**src/rtl/tick_timer_pkg.sv**
```systemverilog
package tick_timer_pkg;

  localparam int ADDR_W = 3;

  localparam logic [ADDR_W-1:0] A_CTRL = 3'd0;
  localparam logic [ADDR_W-1:0] A_IEN  = 3'd1;
  localparam logic [ADDR_W-1:0] A_STAT = 3'd2;
  localparam logic [ADDR_W-1:0] A_UGEN = 3'd3;
  localparam logic [ADDR_W-1:0] A_CNT  = 3'd4;
  localparam logic [ADDR_W-1:0] A_PSC  = 3'd5;
  localparam logic [ADDR_W-1:0] A_ARR  = 3'd6;

  // Control bit positions
  localparam int B_RUN   = 0;
  localparam int B_UBLK  = 1;
  localparam int B_OVONL = 2;
  localparam int B_SSHOT = 3;
  localparam int B_BUFRL = 7;
  localparam int B_DIVLO = 8;
  localparam int B_MIRR  = 11;
  localparam logic [11:0] CTRL_MASK = 12'hB8F;

  // Strobes from control to datapath
  typedef struct packed {
    logic reinit;   // software request: clear counter and prescaler phase
    logic loadPsc;  // update event: copy prescale buffer
    logic loadArr;  // update event with buffered reload
    logic arrNow;   // direct reload write
  } dp_strobe_t;

endpackage

```
**src/rtl/tick_timer_ctrl.sv**
```systemverilog
module tick_timer_ctrl
  import tick_timer_pkg::*;
#(
  parameter int CNT_W = 16,
  parameter int PSC_W = 16
) (
  input  logic              clk,
  input  logic              rstN,
  input  logic              regWr,
  input  logic [ADDR_W-1:0] regAddr,
  input  logic [31:0]       regWrData,
  input  logic              ovf,
  input  logic [CNT_W-1:0]  cntVal,
  output dp_strobe_t        stb,
  output logic [11:0]       ctrlQ,
  output logic              flagQ,
  output logic              irq,
  output logic [PSC_W-1:0]  pscBufQ,
  output logic [CNT_W-1:0]  arrBufQ,
  output logic [31:0]       regRdData
);

  logic ienQ;
  logic wrCtrl, wrIen, wrStat, wrPsc, wrArr;
  logic ugStrobe, updEvt;

  assign wrCtrl   = regWr && (regAddr == A_CTRL);
  assign wrIen    = regWr && (regAddr == A_IEN);
  assign wrStat   = regWr && (regAddr == A_STAT);
  assign wrPsc    = regWr && (regAddr == A_PSC);
  assign wrArr    = regWr && (regAddr == A_ARR);
  assign ugStrobe = regWr && (regAddr == A_UGEN) && regWrData[0];

  assign updEvt = !ctrlQ[B_UBLK] && (ovf || (ugStrobe && !ctrlQ[B_OVONL]));

  always_comb begin
    stb.reinit  = ugStrobe;
    stb.loadPsc = updEvt;
    stb.loadArr = updEvt && ctrlQ[B_BUFRL];
    stb.arrNow  = wrArr && !ctrlQ[B_BUFRL];
  end

  always_ff @(posedge clk or negedge rstN) begin
    if (!rstN) begin
      ctrlQ   <= '0;
      ienQ    <= 1'b0;
      flagQ   <= 1'b0;
      pscBufQ <= '0;
      arrBufQ <= '0;
    end else begin
      if (wrCtrl) ctrlQ <= regWrData[11:0] & CTRL_MASK;
      // single-shot stop takes priority over a software write
      if (updEvt && ctrlQ[B_SSHOT]) ctrlQ[B_RUN] <= 1'b0;
      if (wrIen) ienQ <= regWrData[0];
      if (wrStat && !regWrData[0]) flagQ <= 1'b0;
      if (updEvt) flagQ <= 1'b1;
      if (wrPsc) pscBufQ <= regWrData[PSC_W-1:0];
      if (wrArr) arrBufQ <= regWrData[CNT_W-1:0];
    end
  end

  assign irq = flagQ && ienQ;

  always_comb begin
    regRdData = '0;
    case (regAddr)
      A_CTRL: regRdData = 32'(ctrlQ);
      A_IEN:  regRdData = 32'(ienQ);
      A_STAT: regRdData = 32'(flagQ);
      A_CNT: begin
        regRdData     = 32'(cntVal);
        regRdData[31] = ctrlQ[B_MIRR] && flagQ;
      end
      A_PSC:  regRdData = 32'(pscBufQ);
      A_ARR:  regRdData = 32'(arrBufQ);
      default: regRdData = '0;
    endcase
  end

endmodule

```
**src/rtl/tick_timer_dp.sv**
```systemverilog
module tick_timer_dp
  import tick_timer_pkg::*;
#(
  parameter int CNT_W = 16,
  parameter int PSC_W = 16,
  parameter int DIV_W = 2
) (
  input  logic             clk,
  input  logic             rstN,
  input  logic             run,
  input  logic [1:0]       divSel,
  input  dp_strobe_t       stb,
  input  logic [PSC_W-1:0] pscBuf,
  input  logic [CNT_W-1:0] arrBuf,
  input  logic [CNT_W-1:0] arrWrVal,
  output logic [CNT_W-1:0] cntVal,
  output logic             ovf,
  output logic             sampleEn
);

  logic [PSC_W-1:0] pscCnt, pscAct;
  logic [CNT_W-1:0] arrAct;
  logic [DIV_W-1:0] divCnt;
  logic [DIV_W-1:0] divMask;
  logic             tick;

  assign tick = run && (pscCnt >= pscAct);
  assign ovf  = tick && (cntVal == arrAct);

  always_ff @(posedge clk or negedge rstN) begin
    if (!rstN) begin
      pscCnt <= '0;
      cntVal <= '0;
    end else if (stb.reinit) begin
      pscCnt <= '0;
      cntVal <= '0;
    end else if (run) begin
      if (tick) begin
        pscCnt <= '0;
        cntVal <= ovf ? '0 : cntVal + 1'b1;
      end else begin
        pscCnt <= pscCnt + 1'b1;
      end
    end
  end

  always_ff @(posedge clk or negedge rstN) begin
    if (!rstN) begin
      pscAct <= '0;
      arrAct <= '0;
    end else begin
      if (stb.loadPsc) pscAct <= pscBuf;
      if (stb.arrNow) arrAct <= arrWrVal;
      else if (stb.loadArr) arrAct <= arrBuf;
    end
  end

  always_comb begin
    case (divSel)
      2'd1:    divMask = DIV_W'(1);
      2'd2:    divMask = DIV_W'(3);
      default: divMask = '0;
    endcase
  end

  always_ff @(posedge clk or negedge rstN) begin
    if (!rstN) divCnt <= '0;
    else       divCnt <= divCnt + 1'b1;
  end

  assign sampleEn = ((divCnt & divMask) == '0);

endmodule

```
**src/rtl/tick_timer.sv**
```systemverilog
module tick_timer
  import tick_timer_pkg::*;
#(
  parameter int CNT_W = 16,
  parameter int PSC_W = 16
) (
  input  logic        clk,
  input  logic        rstN,
  input  logic        regWr,
  input  logic [2:0]  regAddr,
  input  logic [31:0] regWrData,
  output logic [31:0] regRdData,
  output logic        irq,
  output logic        sampleEn
);

  dp_strobe_t       stb;
  logic [11:0]      ctrlQ;
  logic             flagQ;
  logic [PSC_W-1:0] pscBufQ;
  logic [CNT_W-1:0] arrBufQ;
  logic [CNT_W-1:0] cntVal;
  logic             ovf;

  tick_timer_ctrl #(.CNT_W(CNT_W), .PSC_W(PSC_W)) u_ctrl (
    .clk(clk), .rstN(rstN), .regWr(regWr), .regAddr(regAddr),
    .regWrData(regWrData), .ovf(ovf), .cntVal(cntVal), .stb(stb),
    .ctrlQ(ctrlQ), .flagQ(flagQ), .irq(irq), .pscBufQ(pscBufQ),
    .arrBufQ(arrBufQ), .regRdData(regRdData)
  );

  tick_timer_dp #(.CNT_W(CNT_W), .PSC_W(PSC_W)) u_dp (
    .clk(clk), .rstN(rstN), .run(ctrlQ[B_RUN]),
    .divSel(ctrlQ[B_DIVLO+1:B_DIVLO]), .stb(stb), .pscBuf(pscBufQ),
    .arrBuf(arrBufQ), .arrWrVal(regWrData[CNT_W-1:0]),
    .cntVal(cntVal), .ovf(ovf), .sampleEn(sampleEn)
  );

endmodule

```
**config.mk**
```make
export PLATFORM = sky130hd
export DESIGN_NAME = tick_timer
export DESIGN_NICKNAME = d
export VERILOG_FILES = /design/src/rtl/tick_timer_pkg.sv /design/src/rtl/tick_timer_ctrl.sv /design/src/rtl/tick_timer_dp.sv /design/src/rtl/tick_timer.sv
export SDC_FILE = /design/constraint.sdc
export NUM_CORES = 1
export LEC_CHECK = 0
export BUFFER_PORTS_ARGS = -buffer_cell sky130_fd_sc_hd__buf_2
export CAP_MARGIN = 10
export CORE_MARGIN = 4
export CORE_UTILIZATION = 45
export CTS_CLUSTER_DIAMETER = 150
export DETAILED_ROUTE_END_ITERATION = 16
export PLACE_DENSITY = 0.64
export SLEW_MARGIN = 20
export SYNTH_ARGS = -nofsm -noshare
export SYNTH_HDL_FRONTEND = slang
export SYNTH_SLANG_ARGS = --single-unit
```
**constraint.sdc**
```tcl
create_clock -name clk -period 2.5 [get_ports clk]
set_input_delay 0 -clock clk [delete_from_list [all_inputs] [get_ports clk]]
set_output_delay 0 -clock clk [all_outputs]
set_load 0.005 [all_outputs]
```
---- Word-level counts from Yosys, hierarchy flattened ----
Cells that the tools add are included.
operators by class
  add/subtract/negate cells ............... 3
  order comparisons ....................... 1
  eq/ne operators ......................... 9
  muxes and demuxes ....................... 15
  bitwise logic cells ..................... 1
  reductions and logical operators ........ 30
operators with widths
  operator               count
  $pmux 32 s6            1
  $mux 16                9
  $add 16x1->16 const B  2
  $logic_and 1x1->1      17
  $eq 16x16->1           1
  $ge 16x16->1           1
  $reduce_bool 2->1      5
  $eq 3x3->1 const B     3
  $eq 3x2->1 const B     2
  $logic_not 1->1        4
  $mux 1                 4
  $pmux 2 s2             1
  $eq 3x1->1 const B     1
  $logic_not 3->1        1
  $add 2x1->2 const B    1
  $and 2x2->2            1
  $eq 2x1->1 const B     1
  $eq 2x2->1 const B     1
  $logic_not 2->1        1
  $reduce_and 2->1       1
  $logic_or 1x1->1       1
storage, ports and cells
  register bits after elaboration ......... 108
  input bits .............................. 38
  output and inout port bits .............. 34
  logic and storage cells ................. 70

---- Longest topological paths before layout ----
Gate-level depths: netlist of run 1.
  depth after elaboration ................. 9
  depth in mapped cells ................... 11

---- By module ----
From an unflattened synthesis of run 1, not the netlist that was laid out.
unflattened totals
  cells, all modules ...................... 580
  area, all modules ....................... 5,990.7 um^2
by module, submodules not included
  module           instances  cells an instance  area an instance (um^2)
  tick_timer_dp    1          381                3,580.9
  tick_timer_ctrl  1          199                2,409.8

---- Worst setup path after synthesis of run 1 ----
OpenSTA, ideal clock, no wires.
  kind .................................... register -> register
  start point ............................. register u_dp.pscCnt[13]
  end point ............................... register u_dp.pscAct[13]
  setup time .............................. 125 ps
  arrival time ............................ 2,430 ps
  data required time ...................... 2,375 ps
  slack ................................... -55 ps
  cell stages (with the launch flop) ...... 11
  period minus slack after synthesis ...... 2,555 ps
  cells stage by stage .................... dfrtp_1 > ha_1 > and3_1 > o21a_1 > a211o_1 > o31a_1 > buf_6 > a21o_1 > buf_6 > buf_8 > mux2_4
between the ends
  word-level cells in the longest chain between the ends .. 5
RTL lines
  item                      RTL line               text
  start: declaration        tick_timer_dp.sv:21    logic [PSC_W-1:0] pscCnt, pscAct;
  start signal: assignment  tick_timer_dp.sv:42    pscCnt <= pscCnt + 1'b1;
  $ge 16x16->1              tick_timer_dp.sv:27    assign tick = run && (pscCnt >= pscAct);
  $logic_and 1x1->1         tick_timer_dp.sv:27
  $logic_and 1x1->1         tick_timer_dp.sv:28    assign ovf = tick && (cntVal == arrAct);
  $logic_or 1x1->1          tick_timer_ctrl.sv:34  assign updEvt = !ctrlQ[B_UBLK] && (ovf || (ugStrobe && !ctrlQ[B_OVONL]));
  $logic_and 1x1->1         tick_timer_ctrl.sv:34
  end signal: assignment    tick_timer_dp.sv:52    if (stb.loadPsc) pscAct <= pscBuf;
  end: declaration          tick_timer_dp.sv:21
No other way between the ends.
A chain may end at the register's enable or synchronous reset.

---- Worst setup path in the final report of run 1 ----
  start point ............................. register u_dp.pscAct[9]
  end point ............................... register u_dp.pscAct[8]
between the ends
  word-level cells in the longest chain between the ends .. 5
RTL lines
  item               RTL line
  $ge 16x16->1       tick_timer_dp.sv:27
  $logic_and 1x1->1  tick_timer_dp.sv:27
  $logic_and 1x1->1  tick_timer_dp.sv:28
  $logic_or 1x1->1   tick_timer_ctrl.sv:34
  $logic_and 1x1->1  tick_timer_ctrl.sv:34
No other way between the ends.

==> results of run 1 <==
-- registers in the layout, summed over array words and instances, names as in the netlist --
signal / flops
u_dp.arrAct: 16
u_dp.pscAct: 16
u_ctrl.ienQ: 1
u_ctrl.ctrlQ: 8
u_ctrl.arrBufQ: 16
u_ctrl.pscBufQ: 16
u_ctrl.flagQ: 1
u_dp.cntVal: 16
u_dp.pscCnt: 16
u_dp.divCnt: 2
-- per-layer routing --
layer	track usage	wire, um
met2	0.368	8730
met4	0.0826	442
met3	0.0371	961
met5	0	0
met1	0.301	7720
-- critical path, stage by stage (launching register included) --
cell and delay, ps:
dfrtp_1 350, inv_1 50, ha_1 300, a21oi_1 170
o21ai_2 80, a211o_1 320, o31a_1 340, buf_12 190
a21oi_4 130, buf_6 140, mux2_2 330
-- final cells by class --
cell class | instances | area [sq um]
clock buffers | 12 | 246
clock inverters | 4 | 48.8
flip-flops and latches | 108 | 2700
well taps | 180 | 225
repair buffers | 113 | 881
multi-input cells | 470 | 3420
fillers | 1223 | 6220
inverters | 38 | 143
-- placed cells by master (no fill, tap or decap), types with 5 or more instances in the layout --
| cell | count |
|---|---|
| nand2_1 | 53 |
| nand3_1 | 13 |
| nand4_1 | 5 |
| nor2b_1 | 5 |
| ha_4 | 5 |
| a21oi_1 | 48 |
| o22ai_1 | 11 |
| and2_1 | 16 |
| nor2_1 | 30 |
| nor4_1 | 5 |
| and3_1 | 8 |
| ha_1 | 14 |
| nand4b_1 | 9 |
| clkbuf_16 | 10 |
| mux2i_1 | 17 |
| a2111oi_0 | 11 |
| xnor2_1 | 5 |
| inv_1 | 35 |
| a311oi_2 | 5 |
| mux2_2 | 35 |
| xor2_1 | 18 |
| conb_1 | 15 |
| a31oi_1 | 8 |
| buf_12 | 5 |
| dfrtp_1 | 108 |
| buf_2 | 39 |
| or4_1 | 5 |
| a2111oi_2 | 5 |
| o21ai_0 | 41 |
| a21o_1 | 18 |
| dlygate4sd3_1 | 17 |
| a311oi_1 | 11 |
| buf_4 | 49 |
-- power by group through the flow --
| stage | combinational, W | clock (W) | sequential [W] |
|---|---|---|---|
| global placement | 0.00242 | 0 | 0.00266 |
| finish | 0.00271 | 0.00146 | 0.00268 |
| CTS | 0.00263 | 0.00148 | 0.00266 |
| global route | 0.00300 | 0.00155 | 0.00274 |
| detailed placement | 0.00250 | 0 | 0.00268 |
| floorplan | 0.00163 | 0 | 0.00257 |
-- worst paths after layout --
kind | start | endpoint | slack [ps] | depth (start not counted)
worst max-delay path | u_dp.pscAct[9]$_DFFE_PN0P_ | u_dp.pscAct[8]$_DFFE_PN0P_ | -20 | 10
worst min-delay path | rstN | u_dp.pscCnt[12]$_DFFE_PN0P_ | 220 | 2
worst max register to register | u_dp.pscAct[9]$_DFFE_PN0P_ | u_dp.pscAct[8]$_DFFE_PN0P_ | -20 | 10
worst min register to register | u_dp.divCnt[0]$_DFF_PN0_ | u_dp.divCnt[0]$_DFF_PN0_ | 460 | 1
max in group asynchronous | rstN | u_dp.arrAct[8]$_DFFE_PN0P_ | 1480 | 3
min in group clk | regWr | u_ctrl.flagQ$_DFFE_PN0P_ | 250 | 4
-- per-stage QoR --
stage / TNS, ps / util
after floorplan: -5.47 / -
after global placement: -176 / 0.505
after detailed placement: -871 / 0.505
after CTS: -107 / 0.546
after global routing: -3160 / 0.552
final: -80.8 / 0.552
-- cell families (layout without fill, tap and decap cells) --
family / Yosys count / count (layout) / share of synthesized area
AO/OA/AOI/OAI: 180 / 180 / 0.186
XOR/XNOR: 23 / 23 / 0.0317
adder cells (fa/ha/maj): 19 / 19 / 0.0374
buffers and inverters: 96 / 167 / 0.0715
flip-flops: 108 / 108 / 0.425
multiplexers: 56 / 56 / 0.0994
other: 1 / 15 / 0.000590
AND/OR/NAND/NOR: 177 / 177 / 0.148
-- timing repair --
action	4_1_cts	5_1_grt
gates resized for setup	21	14
endpoints found under the hold margin	97	0
pin swaps	0	2
cloned	0	1
hold buffers	17	0
endpoints found under the setup margin	24	38
buffers inserted	0	1
==> flow_summary.ini, run 1 <==
[timing]
min_period_ps = 2520
setup_viol_count_final = 6
drv_slew = 0
fmax_mhz = 397
fin_skew_ps = 7.49
layout_setup_ws_ps = -18.3
tightest_slew_ps = 775
relSlewSlack = 0.482
rsz0062_at_grt = true
whs_ps = 224
hold_viol_final = 0
period_share = 1.01

[layout]
final_cell_area_sq_mm = 0.00766
final_layout_size_suffix_gt1_frac = 0.251
nNetsFinal = 797
syn_to_final_growth_pct = 20.6
final_cells = 925
n_antenna_cell = 0

[cts]
clockBufferDepth = 2
cts_buffers = 9
htree_levels = 3
cts_tree = done
clock-sinks = 108
clockRootBuffer = clkbuf_16
clock_latency_ps = 360
clk_pin_slew_worst_paths_ps = 70

[power_and_ir_drop]
switching_share = 0.364
power.density_mw_per_mm2 = 894
seq_power_share = 0.392
switchingPower_w = 0.00250
power.total_w = 0.00685
leakage_nw = 3.34
combPwrFrac = 0.396
p_int_w = 0.00436
p_clk_frac = 0.213
irDropWorstVdd_mv = 0.401

[synthesis]
yosysTopAreaCellShare = 0.425
synth_edf_count = 0
yosys.area.top_type = dfrtp_1
ys_warn_count = 0
netlist_top_cells_count = dfrtp_1 (108), nand2_1 (54), a21oi_1 (52), o21ai_0 (42), inv_1 (38)
syn_area_sq_mm = 0.00635
yosysMostFrequentCell = dfrtp_1
ys_seq_area_frac = 0.425
async_flop_share = 1.00
yosys_most_used_dff = dfrtp_1
ys_types = 57
synthCells = 660
synth.avg_cell_area_sq_um = 9.63
yosys-top-cells-area = dfrtp_1 (43%), mux2_2 (6.2%), a21oi_1 (4.1%), ha_1 (3.7%), o21ai_0 (3.3%)
synth-seq-cells = 108

[place]
gp_congestion = 0.871
dpl.cell_count = 890
numPortBuffers = 40
post-place-ws_ps = -178
place_area_sq_mm = 0.00701
hpwl_um = 12200

[die]
initial_core_util = 0.458
core_sq_mm = 0.0139
io_pins = 72
die_w_um = 127
rows = 43
fp.dieH_um = 127
die_area_sq_mm = 0.0161

[run]
cap_violations = 0

[route]
drcViolationCount = 0
firstDrtPassIters = 5
drt-vias-per-instance = 5.90
ant_nets = 0
drt_wl_total_um = 17900
num_vias = 5460
first_iter_violations = 384
wl_per_cell_um = 19.3

[global_routing]
grt_pass1_wl_um = 28700
grt-ovfl-total = 0
grt_max_degree = 62
antenna_found_initial = 0
groute.usage.overall = 0.225
grt_pass1_vias = 5391

[worst_setup_path]
crit_arrival_ps = 2760
cp-end-kind = flop
crit_fanout = 23
cp-start-kind = flop
crit_required_ps = 2740
path_class = flop to flop

[min_path]
hold_class = primary input to async pin

[status]
violations = negative setup slack
status = complete, but fails checks
Power figures use the tool's default switching activity.
==> run 2, diff against run 1 <==
- REMOVE_ABC_BUFFERS: not set -> 1
==> flow_summary.ini, run 2 (same netlist as run 1, synthesis figures left out) <==
[power_and_ir_drop]
power.density_mw_per_mm2 = 937
leakage_nw = 3.54
irDropWorstVdd_mv = 0.452

[layout]
fillCellCount = 1147
nNetsFinal = 819
utilization = 0.595
syn_to_final_growth_pct = 30.0
layout_common_cells = dfrtp_1 (108), buf_4 (62), nand2_1 (53)
final_layout_size_suffix_gt1_frac = 0.319
final_common_cell = dfrtp_1
n_antenna_cell = 0
final_cell_area_sq_mm = 0.00826

[global_routing]
groute.usage.overall = 0.241
grt_pass1_wl_um = 30600
grt-ovfl-total = 0
grt_pass1_vias = 5785
antenna_found_initial = 0
grt_max_degree = 47

[timing]
rsz0062_at_grt = true
tightest_slew_ps = 1280
period_share = 1.04
fmax_mhz = 384
setup_viol_count_final = 22
min_period_ps = 2600
hold_viol_final = 0
layout_setup_ws_ps = -102
fin_skew_ps = 11.7
drv_slew = 0
setup_tns_ps = -831
relSlewSlack = 0.143
whs_ps = 177

[place]
post-place-ws_ps = -243
hpwl_um = 13000
numPortBuffers = 40
gp_congestion = 0.850
place_area_sq_mm = 0.00704

[cts]
clockBufferDepth = 2
cts_tree = done
cts_buffers = 9
clk_pin_slew_worst_paths_ps = 70
htree_levels = 3
clock-sinks = 108
clockRootBuffer = clkbuf_16
clock_latency_ps = 370

[route]
wl_per_cell_um = 20.3
ant_nets = 0
drt-vias-per-instance = 5.93
first_iter_violations = 527
firstDrtPassIters = 5
num_vias = 5612
drcViolationCount = 0
drt_wl_total_um = 19300

[worst_setup_path]
path_class = flop to flop
crit_required_ps = 2750
cp-end-kind = flop
critPathSlowestCell = a2111oi_4
critPathMostFrequentCell = buf_6
crit_arrival_ps = 2850
crit_fanout = 7
cp-start-kind = flop
max_stage_delay_ps = 430
crit_chain = inv_2 > ha_4 > nand2b_4 > a2111oi_4 > nor4b_4 > o31a_1 > buf_6 > a21oi_4 > buf_6 > mux2_4

[die]
die_area_sq_mm = 0.0161
io_pins = 72
die_w_um = 127
initial_core_util = 0.458
core_sq_mm = 0.0139
fp.dieH_um = 127
rows = 43

[status]
status = complete, but fails checks
violations = negative setup slack

[run]
cap_violations = 0

[min_path]
hold_class = primary input to async pin
==> run 2: cell count changes in the layout (fill, tap and decap cells not counted), sizes merged <==
cell,delta
buf,+22
clkbuf,-2
inv,+2
bufinv,+1
clkinv,-1
==> run 2: layout make-up <==
class	count	area [sq um]	area share
well taps	180	225	0.0273
flip-flops and latches	108	2700	0.327
multi-input cells	470	3770	0.457
inverters	38	143	0.0173
clock inverters	6	95.1	0.0115
repair buffers	135	1090	0.132
clock buffers	10	229	0.0277
==> run 2: what timing repair did <==
item,4_1_cts,5_1_grt
cloned,2,1
setup endpoints to repair,50,56
pin swaps,12,22
setup buffers,10,2
resized for setup,63,67
hold endpoints to repair,87,0
hold buffers,17,0
==> run 2: power breakdown <==
part	switching, W	internal (W)
clock	0.000715	0.000891
sequential	0.000489	0.00223
combinational	0.00172	0.00170
==> run 2: worst max-delay path: cells and delay by family (launching register included) <==
family	cells	cell delay, ps
AOI/OAI and AO/OA	3	900
buffers and inverters	3	430
DFF	1	400
muxes	1	310
and+or+nand+nor	2	240
adders and majority gates	1	200
==> run 2: metal layers <==
layer | vias to the layer above | global-route usage | routed length [um]
li1 | 2566 | - | -
met1 | 2794 | 0.322 | 8500
met2 | 209 | 0.386 | 9130
met3 | 43 | 0.0417 | 1120
met4 | 0 | 0.103 | 493
met5 | - | 0 | 0
==> run 2: stage by stage <==
step | instances | total power, W
2_1_floorplan | 616 | 0.00408
3_3_place_gp | 900 | 0.00512
3_5_place_dp | 900 | 0.00525
4_1_cts | 945 | 0.00733
5_1_grt | 947 | 0.00819
6_report | 947 | 0.00773
==> run 2: path summary, 6_finish.rpt <==
| path | startpoint | to | slack [ps] | cells past startpoint |
|---|---|---|---|---|
| hold / removal | rstN | u_dp.pscCnt[10]$_DFFE_PN0P_ | 180 | 2 |
| hold reg to reg | u_dp.divCnt[0]$_DFF_PN0_ | u_dp.divCnt[0]$_DFF_PN0_ | 470 | 1 |
| max in group asynchronous | rstN | u_dp.pscAct[10]$_DFFE_PN0P_ | 1590 | 3 |
| min in group clk | regWr | u_ctrl.flagQ$_DFFE_PN0P_ | 200 | 4 |
| setup / recovery | u_dp.pscCnt[0]$_DFFE_PN0P_ | u_dp.pscAct[8]$_DFFE_PN0P_ | -100 | 10 |
| setup reg to reg | u_dp.pscCnt[0]$_DFFE_PN0P_ | u_dp.pscAct[8]$_DFFE_PN0P_ | -100 | 10 |
==> run 3, diff against run 2 <==
- SETUP_SLACK_MARGIN: not set -> 0.2
==> flow_summary.ini, run 3 (same netlist as run 1, synthesis figures left out) <==
[timing]
hold_viol_final = 0
tightest_slew_ps = 1090
min_period_ps = 2570
drv_slew = 0
period_share = 1.03
fmax_mhz = 389
relSlewSlack = 0.266
setup_viol_count_final = 30
fin_skew_ps = 11.0
rsz0062_at_grt = true
layout_setup_ws_ps = -73.5

[layout]
final_common_cell = dfrtp_1
nNetsFinal = 823
fillCellCount = 1134
final_cells = 951
syn_to_final_growth_pct = 31.3
utilization = 0.601
n_antenna_cell = 0
final_cell_area_sq_mm = 0.00834
final_layout_size_suffix_gt1_frac = 0.342
layout_common_cells = dfrtp_1 (108), buf_4 (63), nand2_1 (52)

[global_routing]
grt_max_degree = 47
groute.usage.overall = 0.243
grt-ovfl-total = 0
grt_pass1_vias = 5803
antenna_found_initial = 0
grt_pass1_wl_um = 30800

[place]
hpwl_um = 13000
post-place-ws_ps = -243
place_area_sq_mm = 0.00704
dpl.cell_count = 900
numPortBuffers = 40
gp_congestion = 0.850

[worst_setup_path]
max_stage_delay_ps = 440
cp-start-kind = flop
crit_required_ps = 2750
cp-end-kind = flop
crit_chain = inv_2 > ha_4 > nand2b_4 > a2111oi_4 > nor4b_4 > o31a_1 > buf_6 > a21oi_4 > buf_8 > mux2_4
path_class = flop to flop
crit_arrival_ps = 2820
crit_buf_inv = 3
crit_fanout = 7
critPathSlowestCell = a2111oi_4
path_delay_family = compound AO/OA/AOI/OAI gates

[route]
ant_nets = 0
drt_wl_total_um = 19400
wl_per_cell_um = 20.4
firstDrtPassIters = 5
drcViolationCount = 0
num_vias = 5617
drt-vias-per-instance = 5.91
first_iter_violations = 540

[cts]
clk_pin_slew_worst_paths_ps = 70
clock-sinks = 108
clock_latency_ps = 370
clockBufferDepth = 2
cts_buffers = 9
clockRootBuffer = clkbuf_16
htree_levels = 3
cts_tree = done

[power_and_ir_drop]
power.density_mw_per_mm2 = 947
irDropWorstVdd_mv = 0.413
power.total_w = 0.00790
leakage_nw = 3.56

[status]
status = complete, but fails checks
violations = negative setup slack

[die]
initial_core_util = 0.458
fp.dieH_um = 127
core_sq_mm = 0.0139
die_w_um = 127
die_area_sq_mm = 0.0161
rows = 43
io_pins = 72

[min_path]
hold_class = primary input to async pin

[run]
cap_violations = 0
run 3: cell count changes in the layout (fill, tap and decap cells not counted), sizes merged:
cell    change
clkinv      +1
buf         +4
inv         -1
run 3: what timing repair did:
action,4_1_cts,5_1_grt
hold endpoints to repair,87,0
endpoints found under the setup margin,66,66
gates resized for setup,97,54
pin swaps,35,18
cloned,2,1
buffers inserted,11,4
hold buffers,17,0
run 3: worst paths after layout:
| check | depth (start not counted) | start | slack, ps | to |
|---|---|---|---|---|
| max | 10 | u_dp.pscCnt[0]$_DFFE_PN0P_ | -70 | u_dp.pscAct[8]$_DFFE_PN0P_ |
| min | 2 | rstN | 170 | u_dp.pscCnt[10]$_DFFE_PN0P_ |
| max reg2reg | 10 | u_dp.pscCnt[0]$_DFFE_PN0P_ | -70 | u_dp.pscAct[8]$_DFFE_PN0P_ |
| min reg2reg | 1 | u_dp.divCnt[0]$_DFF_PN0_ | 460 | u_dp.divCnt[0]$_DFF_PN0_ |
| max in group asynchronous | 3 | rstN | 1600 | u_dp.pscAct[15]$_DFFE_PN0P_ |
| min in group clk | 4 | regWr | 220 | u_ctrl.flagQ$_DFFE_PN0P_ |
run 3: per-layer routing:
layer | GRT usage | vias up | part of all wire
met5 | 0 | - | 0
met4 | 0.102 | 0 | 0.031
met3 | 0.0354 | 44 | 0.047
met2 | 0.393 | 198 | 0.47
met1 | 0.328 | 2802 | 0.45
li1 | - | 2573 | -
run 3: worst reg2reg max path, stage by stage, from the launching register on:
cell and delay [ps]:
dfrtp_1 400, inv_2 90, ha_4 200, nand2b_4 140, a2111oi_4 440, nor4b_4 100, o31a_1 300, buf_6 160
a21oi_4 160, buf_8 160, mux2_4 310
run 3: per-stage QoR:
step                      TNS [ps]  hold slack (ps)
after global placement       -2270             33.6
after floorplan             -22140             -296
after global routing         -2340              236
after CTS                    -4.79              170
after detailed placement     -4860             42.4
final                         -806              172
run 3: power by group:
group | internal (W) | switching [W]
Clock | 0.000890 | 0.000707
Combinational | 0.00180 | 0.00178
Sequential | 0.00223 | 0.000495
Total | 0.00491 | 0.00299
run 3: layout make-up:
| class | instances | area, sq um | share of cell area |
|---|---|---|---|
| Multi-Input combinational cell | 470 | 3830 | 0.460 |
| Timing Repair Buffer | 139 | 1110 | 0.133 |
| Clock inverter | 6 | 95.1 | 0.0114 |
| Inverter | 38 | 143 | 0.0171 |
| Sequential cell | 108 | 2700 | 0.324 |
| Tap cell | 180 | 225 | 0.0270 |
| Clock buffer | 10 | 229 | 0.0275 |
